--- config.mk ---
export PLATFORM = sky130hd
export DESIGN_NAME = gpio_irq_detector
export DESIGN_NICKNAME = d
export VERILOG_FILES = /design/src/rtl/gpio_irq_pkg.sv /design/src/rtl/gpio_irq_cfg.sv /design/src/rtl/gpio_irq_detect.sv /design/src/rtl/gpio_irq_pend.sv /design/src/rtl/gpio_irq_detector.sv
export SDC_FILE = /design/constraint.sdc
export NUM_CORES = 1
export LEC_CHECK = 0
export ABC_AREA = 1
export BUFFER_PORTS_ARGS = -buffer_cell sky130_fd_sc_hd__clkbuf_2
export CORE_AREA = 2 2 170 131
export CTS_BUF_LIST = sky130_fd_sc_hd__clkbuf_16
export DETAILED_ROUTE_END_ITERATION = 10
export DIE_AREA = 0 0 172 133
export PLACE_DENSITY_LB_ADDON = 0.3
export SYNTH_ARGS = -nofsm -noshare
export SYNTH_HDL_FRONTEND = slang
export SYNTH_SLANG_ARGS = --single-unit
--- constraint.sdc ---
create_clock -name clk -period 1.3 [get_ports clk]
set_clock_uncertainty 0.1 [all_clocks]
set_input_delay 0.065 -clock clk [delete_from_list [all_inputs] [get_ports clk]]
set_output_delay 0.065 -clock clk [all_outputs]
set_load 0.03 [all_outputs]
--- src/rtl/gpio_irq_pkg.sv ---
`timescale 1ns/100ps
// Package: gpio_irq_pkg
// Register word addresses shared by the interrupt detector and its bench.
// Assumes a word-addressed port, one register per address.
package gpio_irq_pkg;

    localparam int unsigned ADDR_W  = 3;
    localparam int unsigned NUM_CFG = 3;

    // Configuration registers must be consecutive from CFG_BASE.
    localparam logic [ADDR_W-1:0] ADR_KIND     = 3'd0;
    localparam logic [ADDR_W-1:0] ADR_SENSE    = 3'd1;
    localparam logic [ADDR_W-1:0] ADR_BOTH     = 3'd2;
    localparam logic [ADDR_W-1:0] ADR_PEND     = 3'd3;
    localparam logic [ADDR_W-1:0] ADR_UNMASK   = 3'd4;
    localparam logic [ADDR_W-1:0] ADR_MASK     = 3'd5;
    localparam logic [ADDR_W-1:0] ADR_MASKVIEW = 3'd6;
    localparam logic [ADDR_W-1:0] CFG_BASE     = ADR_KIND;

endpackage

--- src/rtl/gpio_irq_cfg.sv ---
`timescale 1ns/100ps
// Module: gpio_irq_cfg
// Holds the per-pin kind, sense and both-edge configuration and the mask.
// The mask is changed only through its set and clear addresses.
// Assumes at most one write per cycle; reset masks every pin.
module gpio_irq_cfg
    import gpio_irq_pkg::*;
#(
    parameter int unsigned NUM_PINS = 32
) (
    input  logic                clk,
    input  logic                rst_n,
    input  logic                wr_en_i,
    input  logic [ADDR_W-1:0]   wr_addr_i,
    input  logic [NUM_PINS-1:0] wr_data_i,
    output logic [NUM_PINS-1:0] kind_o,
    output logic [NUM_PINS-1:0] sense_o,
    output logic [NUM_PINS-1:0] both_o,
    output logic [NUM_PINS-1:0] mask_o
);

    localparam int unsigned FLAT_W = NUM_CFG * NUM_PINS;

    logic [FLAT_W-1:0]   cfg_flat;
    logic [NUM_PINS-1:0] mask_q;
    logic                hit_unmask;
    logic                hit_mask;

    // One plain read/write register per configuration address.
    for (genvar k = 0; k < NUM_CFG; k++) begin : g_cfg
        logic [NUM_PINS-1:0] q;
        logic                hit;

        assign hit = wr_en_i && (wr_addr_i == (CFG_BASE + ADDR_W'(k)));

        // Load the register on a write to its address; clear on reset.
        always_ff @(posedge clk) begin
            if (!rst_n) begin
                q <= '0;
            end else if (hit) begin
                q <= wr_data_i;
            end
        end

        assign cfg_flat[k*NUM_PINS +: NUM_PINS] = q;
    end

    assign kind_o  = cfg_flat[0*NUM_PINS +: NUM_PINS];
    assign sense_o = cfg_flat[1*NUM_PINS +: NUM_PINS];
    assign both_o  = cfg_flat[2*NUM_PINS +: NUM_PINS];

    assign hit_unmask = wr_en_i && (wr_addr_i == ADR_UNMASK);
    assign hit_mask   = wr_en_i && (wr_addr_i == ADR_MASK);

    // Mask: write-1-to-clear at one address, write-1-to-set at the other.
    always_ff @(posedge clk) begin
        if (!rst_n) begin
            mask_q <= '1;
        end else if (hit_unmask) begin
            mask_q <= mask_q & ~wr_data_i;
        end else if (hit_mask) begin
            mask_q <= mask_q | wr_data_i;
        end
    end

    assign mask_o = mask_q;

    AST_UNMASK_CLEARS: assert property (@(posedge clk) disable iff (!rst_n)
        hit_unmask |=> ((mask_q & $past(wr_data_i)) == '0));
    AST_UNMASK_ZEROS: assert property (@(posedge clk) disable iff (!rst_n)
        hit_unmask |=> ((mask_q & ~$past(wr_data_i)) == ($past(mask_q) & ~$past(wr_data_i))));
    AST_MASK_SETS: assert property (@(posedge clk) disable iff (!rst_n)
        hit_mask |=> ((mask_q & $past(wr_data_i)) == $past(wr_data_i)));
    AST_MASK_HOLD: assert property (@(posedge clk) disable iff (!rst_n)
        !(hit_mask || hit_unmask) |=> $stable(mask_q));

endmodule

--- src/rtl/gpio_irq_detect.sv ---
`timescale 1ns/100ps
// Module: gpio_irq_detect
// Per-pin event detection: level or edge, chosen polarity, optional both edges.
// Assumes pin_i is already synchronized to clk. Edges are found by comparing
// with the level sampled at the previous edge. That sample is also taken during
// reset, so no edge is seen on the first cycle after reset.
module gpio_irq_detect #(
    parameter int unsigned NUM_PINS = 32
) (
    input  logic                clk,
    input  logic                rst_n,
    input  logic [NUM_PINS-1:0] pin_i,
    input  logic [NUM_PINS-1:0] kind_i,
    input  logic [NUM_PINS-1:0] sense_i,
    input  logic [NUM_PINS-1:0] both_i,
    output logic [NUM_PINS-1:0] evt_o
);

    logic [NUM_PINS-1:0] prev_q;

    // Previous-level sample; tracks the pins in and out of reset.
    always_ff @(posedge clk) begin
        prev_q <= pin_i;
    end

    for (genvar p = 0; p < NUM_PINS; p++) begin : g_pin
        logic rise;
        logic fall;

        assign rise = pin_i[p] & ~prev_q[p];
        assign fall = ~pin_i[p] & prev_q[p];

        // Select the event condition for this pin from its configuration.
        always_comb begin
            if (!kind_i[p]) begin
                evt_o[p] = sense_i[p] ? pin_i[p] : ~pin_i[p];
            end else if (both_i[p]) begin
                evt_o[p] = rise | fall;
            end else begin
                evt_o[p] = sense_i[p] ? rise : fall;
            end
        end
    end

    AST_LEVEL_FIRES: assert property (@(posedge clk) disable iff (!rst_n)
        ((~kind_i & ~(pin_i ^ sense_i) & ~evt_o) == '0));
    AST_EDGE_STILL: assert property (@(posedge clk) disable iff (!rst_n)
        ((kind_i & ~(pin_i ^ $past(pin_i)) & evt_o) == '0));
    AST_BOTH_FIRES: assert property (@(posedge clk) disable iff (!rst_n)
        ((kind_i & both_i & (pin_i ^ $past(pin_i)) & ~evt_o) == '0));

endmodule

--- src/rtl/gpio_irq_pend.sv ---
`timescale 1ns/100ps
// Module: gpio_irq_pend
// Pending register with write-1-to-clear and interrupt aggregation.
// Assumes evt_i and clr_i are valid for the current clock edge. A new event
// wins over a clear of the same bit. The mask only gates the output.
module gpio_irq_pend #(
    parameter int unsigned NUM_PINS = 32
) (
    input  logic                clk,
    input  logic                rst_n,
    input  logic [NUM_PINS-1:0] evt_i,
    input  logic [NUM_PINS-1:0] clr_i,
    input  logic [NUM_PINS-1:0] mask_i,
    output logic [NUM_PINS-1:0] pend_o,
    output logic                irq_o
);

    logic [NUM_PINS-1:0] pend_q;

    // Latch events; clear written bits unless an event arrives with them.
    always_ff @(posedge clk) begin
        if (!rst_n) begin
            pend_q <= '0;
        end else begin
            pend_q <= (pend_q & ~clr_i) | evt_i;
        end
    end

    // Request whenever an unmasked pending bit exists.
    always_comb begin
        irq_o = |(pend_q & ~mask_i);
    end

    assign pend_o = pend_q;

    AST_SET_WINS: assert property (@(posedge clk) disable iff (!rst_n)
        1'b1 |=> ((pend_q & $past(evt_i)) == $past(evt_i)));
    AST_CLEAR_TAKES: assert property (@(posedge clk) disable iff (!rst_n)
        1'b1 |=> ((pend_q & $past(clr_i & ~evt_i)) == '0));
    AST_STICKY: assert property (@(posedge clk) disable iff (!rst_n)
        1'b1 |=> (($past(pend_q & ~clr_i) & ~pend_q) == '0));

endmodule

--- src/rtl/gpio_irq_detector.sv ---
`timescale 1ns/100ps
// Module: gpio_irq_detector
// Top of the bank interrupt detector: configuration, detection, pending
// register and the combinational register read mux.
// Assumes synchronized pins and a single-cycle word-addressed write port.
module gpio_irq_detector
    import gpio_irq_pkg::*;
#(
    parameter int unsigned NUM_PINS = 32
) (
    input  logic                clk,
    input  logic                rst_n,
    input  logic [NUM_PINS-1:0] pin_i,
    input  logic                wr_en_i,
    input  logic [ADDR_W-1:0]   wr_addr_i,
    input  logic [NUM_PINS-1:0] wr_data_i,
    input  logic [ADDR_W-1:0]   rd_addr_i,
    output logic [NUM_PINS-1:0] rd_data_o,
    output logic                irq_o
);

    logic [NUM_PINS-1:0] kind_w;
    logic [NUM_PINS-1:0] sense_w;
    logic [NUM_PINS-1:0] both_w;
    logic [NUM_PINS-1:0] mask_w;
    logic [NUM_PINS-1:0] evt_w;
    logic [NUM_PINS-1:0] clr_w;
    logic [NUM_PINS-1:0] pend_w;

    gpio_irq_cfg #(.NUM_PINS(NUM_PINS)) u_cfg (
        .clk       (clk),
        .rst_n     (rst_n),
        .wr_en_i   (wr_en_i),
        .wr_addr_i (wr_addr_i),
        .wr_data_i (wr_data_i),
        .kind_o    (kind_w),
        .sense_o   (sense_w),
        .both_o    (both_w),
        .mask_o    (mask_w)
    );

    gpio_irq_detect #(.NUM_PINS(NUM_PINS)) u_det (
        .clk     (clk),
        .rst_n   (rst_n),
        .pin_i   (pin_i),
        .kind_i  (kind_w),
        .sense_i (sense_w),
        .both_i  (both_w),
        .evt_o   (evt_w)
    );

    // Clear vector: data of a write aimed at the pending register.
    always_comb begin
        clr_w = (wr_en_i && (wr_addr_i == ADR_PEND)) ? wr_data_i : '0;
    end

    gpio_irq_pend #(.NUM_PINS(NUM_PINS)) u_pend (
        .clk    (clk),
        .rst_n  (rst_n),
        .evt_i  (evt_w),
        .clr_i  (clr_w),
        .mask_i (mask_w),
        .pend_o (pend_w),
        .irq_o  (irq_o)
    );

    // Read mux; write-only and unused addresses read as zero.
    always_comb begin
        case (rd_addr_i)
            ADR_KIND:     rd_data_o = kind_w;
            ADR_SENSE:    rd_data_o = sense_w;
            ADR_BOTH:     rd_data_o = both_w;
            ADR_PEND:     rd_data_o = pend_w;
            ADR_MASKVIEW: rd_data_o = mask_w;
            default:      rd_data_o = '0;
        endcase
    end

    AST_ALL_MASKED_QUIET: assert property (@(posedge clk) disable iff (!rst_n)
        (mask_w == '1) |-> !irq_o);
    AST_IRQ_NEEDS_PEND: assert property (@(posedge clk) disable iff (!rst_n)
        irq_o |-> (pend_w != '0));

endmodule

# Yosys cells after proc, flatten, opt, wreduce, memory -nomap -nowiden
# Index checks and enable logic that the tools add are counted.
# classes
n_eq_ne	9
muxes	132
bitwise	168
reduce_logical	10
# ops
cell	count
$pmux 32 s5	1
$mux 1	128
$and 32x32->32	3
$mux 32	3
$not 32->32	3
$and 1x1->1	64
$not 1->1	64
$or 32x32->32	2
$or 1x1->1	32
$reduce_or 32->1	1
$eq 3x2->1 const B	4
$eq 3x3->1 const B	3
$eq 3x1->1 const B	2
$logic_and 1x1->1	6
$logic_not 3->1	2
$reduce_bool 2->1	1
# totals
reg_bits	192
out_inout_bits	33

# Depth between registers and ports, before layout
# depth
ltp_word	6
mapped_depth	8

# By module
# From an unflattened synthesis, not the netlist that was laid out.
# unflattened
hier_cells	1896
hier_area_um2	11543.6
# modules_own_cells
mod	n_inst	cells_each	area_per_inst_um2	seq_area_each_um2
gpio_irq_cfg	1	672	4962.3	2562.5
gpio_irq_detect	1	544	3243.1	640.6
gpio_irq_detector	1	456	1933.1	0.0
gpio_irq_pend	1	224	1405.1	640.6

# Worst setup path before layout
# OpenSTA, ideal clock, no wires.
# synth_timing
path_type	input -> output
from	in rd_addr_i[1]
to	out rd_data_o[10]
arrival_time_ns	1.020
required_ns	1.135
slack_ns	0.115
path_stages	5
n_path_buf	2
path_cell_list	buf_2 -> nor3_2 -> buf_2 -> nand2_1 -> nand4_1
# synth_via
elab_chain_len	2
word_cells_on_any_way	6
# synth_lines
element	line	text
from (decl)	gpio_irq_detector.sv:17	input logic [ADDR_W-1:0] rd_addr_i,
$eq 3x3->1 (tied with other cells)	gpio_irq_detector.sv:69	case (rd_addr_i)
$pmux 32 s5 *	gpio_irq_detector.sv:69	
to (decl)	gpio_irq_detector.sv:18	output logic [NUM_PINS-1:0] rd_data_o,
# Mark *: on every way between the ends. The rest lies on a longest branch, timed or not.

==> results.toml <==
[floorplan]
initial_core_util = 0.487
top_level_ports = 106
rows = 47
die_x_um = 172
core_area_um2 = 21400
dieHeight_um = 133
die-area_um2 = 22900

[run_status]
violations = "negative setup slack"
outcome = "complete, but fails checks"

[power_and_ir_drop]
p_switching_w = 0.00412
fin_total_pwr_w = 0.0143
cellLeakagePower_nw = 6.46
power_density_nw_per_um2 = 1050
seq_power_share = 0.449
p_clk_frac = 0.375
vdd_ir_drop_max_v = 0.000821
pwr-share-comb = 0.176
swShare = 0.289
intPower_w = 0.0101

[critical_path]
critPathCaptureType = "output pin"
r2r_setup_slack_ns = 0.11
r2r-start = "u_det.prev_q[26]"
crit_arrival_ns = 1.58
path_common_cell = "nand2_1"
start_kind = "register"
r2r_cells = 8
worstSetupPathType = "reg2out"
crit_path_cell_trace = "inv_2 -> nand2_2 -> nand2_1 -> nor2_1 -> nand2_1 -> nor2_1 -> nand2_1 -> buf_8"
cp_slowest_cell = "dfxtp_2"
crit_required_ns = 1.13
path_max_fanout = 2
max_stage_delay_ns = 0.34
r2r_end = "u_pend.pend_o[26]"

[yosys]
ys_top_cells_by_count = "402 x nand2_1, 288 x inv_1, 192 x dfxtp_1"
avgSynthCellArea_um2 = 6.56
synth-edff-count = 0
ys_seq_area_frac = 0.369
syn_nets = 1724
yosys_warnings = 0
netlist_area_um2 = 10400
async_flop_share = 0
synth.most_common_cell = "nand2_1"
yosysTopAreaCell = "dfxtp_1"
synthCells = 1587
ys_ff_latch = 192
yosys-top-cells-area = "dfxtp_1 37%, nand2_1 14%, inv_1 10%"
yosys.area.top_type_share = 0.369
yosys.cell_types.count = 20
synth_ff_type = "dfxtp_1"

[hold_path]
hp-class = "in2reg"
hold_start = "wr_addr_i[1]"
whs_path_depth = 5

[clocking]
path_clk_slew_ns = 0.07
cts_root_buf = "clkbuf_16"
cts_buffers = 17
cts_buffer_depth = 2
cts_max_level = 4
clock-sinks = 192
tritoncts = "built"
clk_latency_ns = 0.44

[routing]
wl_per_cell_um = 14.3
num_vias = 10768
drc = 0
drtIter0Drc = 993
avgViaCountPerCell = 5.14
drt_wl_total_um = 30100
drtPass1Iterations = 5
ant_nets = 0

[placed_design]
hpwl_um = 19900
place.gp.congestion = 0.831
dp.cells = 1991
io_buffers = 105

[global_route]
use_met1 = 0.347
grtUsageTotal = 0.267
met3_usage = 0.0446
grt_antenna_before_repair = 0
grt_util_met2 = 0.447
grt_pass1_wl_um = 48900
grt.overflow.total = 0
grt_max_degree = 65
grt.busiest_layer = "met2"
grt_pass1_vias = 10223

[sta]
fin_crit_sh = 1.34
finalCriticalPeriod_ns = 1.74
finalSetupViolCount = 33
hold_viol_final = 0
fmax_mhz = 574
rsz0062_at_grt = "true"
drv_slew = 0
hold_ws_ns = 0.0539
tightest_slew_ns = 0.378
slew-limit-headroom = 0.748
post-route-worst-setup-slack_ns = -0.441
fin_tns_setup_ns = -7.39

[layout]
fillers = 1901
multi_input_area_um2 = 5250
antenna_cells_inserted = 0
drive_gt1_frac = 0.170
area_growth_pct = 30.4
nNetsFinal = 1926
final_cells = 2096
seq_area_um2 = 3910

[flow_run]
drv_cap = 0
==> cell usage in the layout, fill, tap and decap left out, drive strengths merged <==
cell	count
nand2	403
nor2	78
clkbuf	118
clkinv	4
dfxtp	192
nand4	64
ha	64
buf	86
inv	300
bufinv	2
nand3	131
a21oi	128
o21ai	163
nor3	2
clkinvlp	1
dlygate4sd3	66
==> how the worst max path moves through the flow <==
stage | from | to | cells past startpoint
final | register | irq_o | 8
after global routing | register | irq_o | 8
after CTS | register | irq_o | 8
after detailed placement | rd_addr_i[1] | rd_data_o[21] | 7
after global placement | rd_addr_i[2] | rd_data_o[21] | 7
after floorplan | rd_addr_i[1] | rd_data_o[10] | 5
==> cell type report <==
cell class                      instances  area share
Multi-Input combinational cell       1033       0.386
Sequential cell                       192       0.288
Timing Repair Buffer                  253       0.175
Inverter                              292      0.0807
Clock buffer                           17      0.0313
Tap cell                              294      0.0271
Clock inverter                         15      0.0117
==> through the flow <==
stage	instance area [um^2]	worst slack (ns)	utilization
final	13600	-0.441	0.635
after global routing	13600	-0.509	0.635
after CTS	13500	-0.471	0.630
after detailed placement	11800	-0.151	0.550
after global placement	11800	-0.114	0.550
after floorplan	10400	0.115	-
==> per-layer routing <==
metal | wire length [um] | up-vias | part of all wire
li1 | - | 5443 | -
met3 | 1820 | 39 | 0.061
met1 | 13400 | 4918 | 0.45
met2 | 14300 | 368 | 0.48
met4 | 554 | 0 | 0.018
met5 | 0 | - | 0
==> power by group through the flow <==
stage / sequential (W) / clock [W] / combinational, W
floorplan: 0.00646 / 0 / 0.00127
global placement: 0.00650 / 0 / 0.00206
detailed placement: 0.00650 / 0 / 0.00211
CTS: 0.00639 / 0.00541 / 0.00245
global route: 0.00644 / 0.00569 / 0.00277
finish: 0.00641 / 0.00535 / 0.00250
==> kinds of logic (layout without fill, tap and decap cells) <==
kind of cell             Yosys count  after routing  share of synthesized area
AO/OA/AOI/OAI                    291            291                      0.140
AND/OR/NAND/NOR                  678            678                      0.279
flip-flops                       192            192                      0.369
buffers and inverters            362            577                      0.136
adder cells (fa/ha/maj)           64             64                     0.0769
==> repair_timing <==
item | in CTS | in global routing
pin swaps | 8 | 16
hold buffers | 66 | 0
endpoints found under the hold margin | 191 | 0
setup endpoints to repair | 33 | 38
gates resized for setup | 174 | 31
setup buffers | 2 | 10
==> critical path: cells and delay by family (launching register included) <==
kind / cells / cell delay (ns)
and+or+nand+nor: 6 / 0.60
DFF: 1 / 0.34
buffers and inverters: 2 / 0.20
Power figures use the tool's default switching activity.
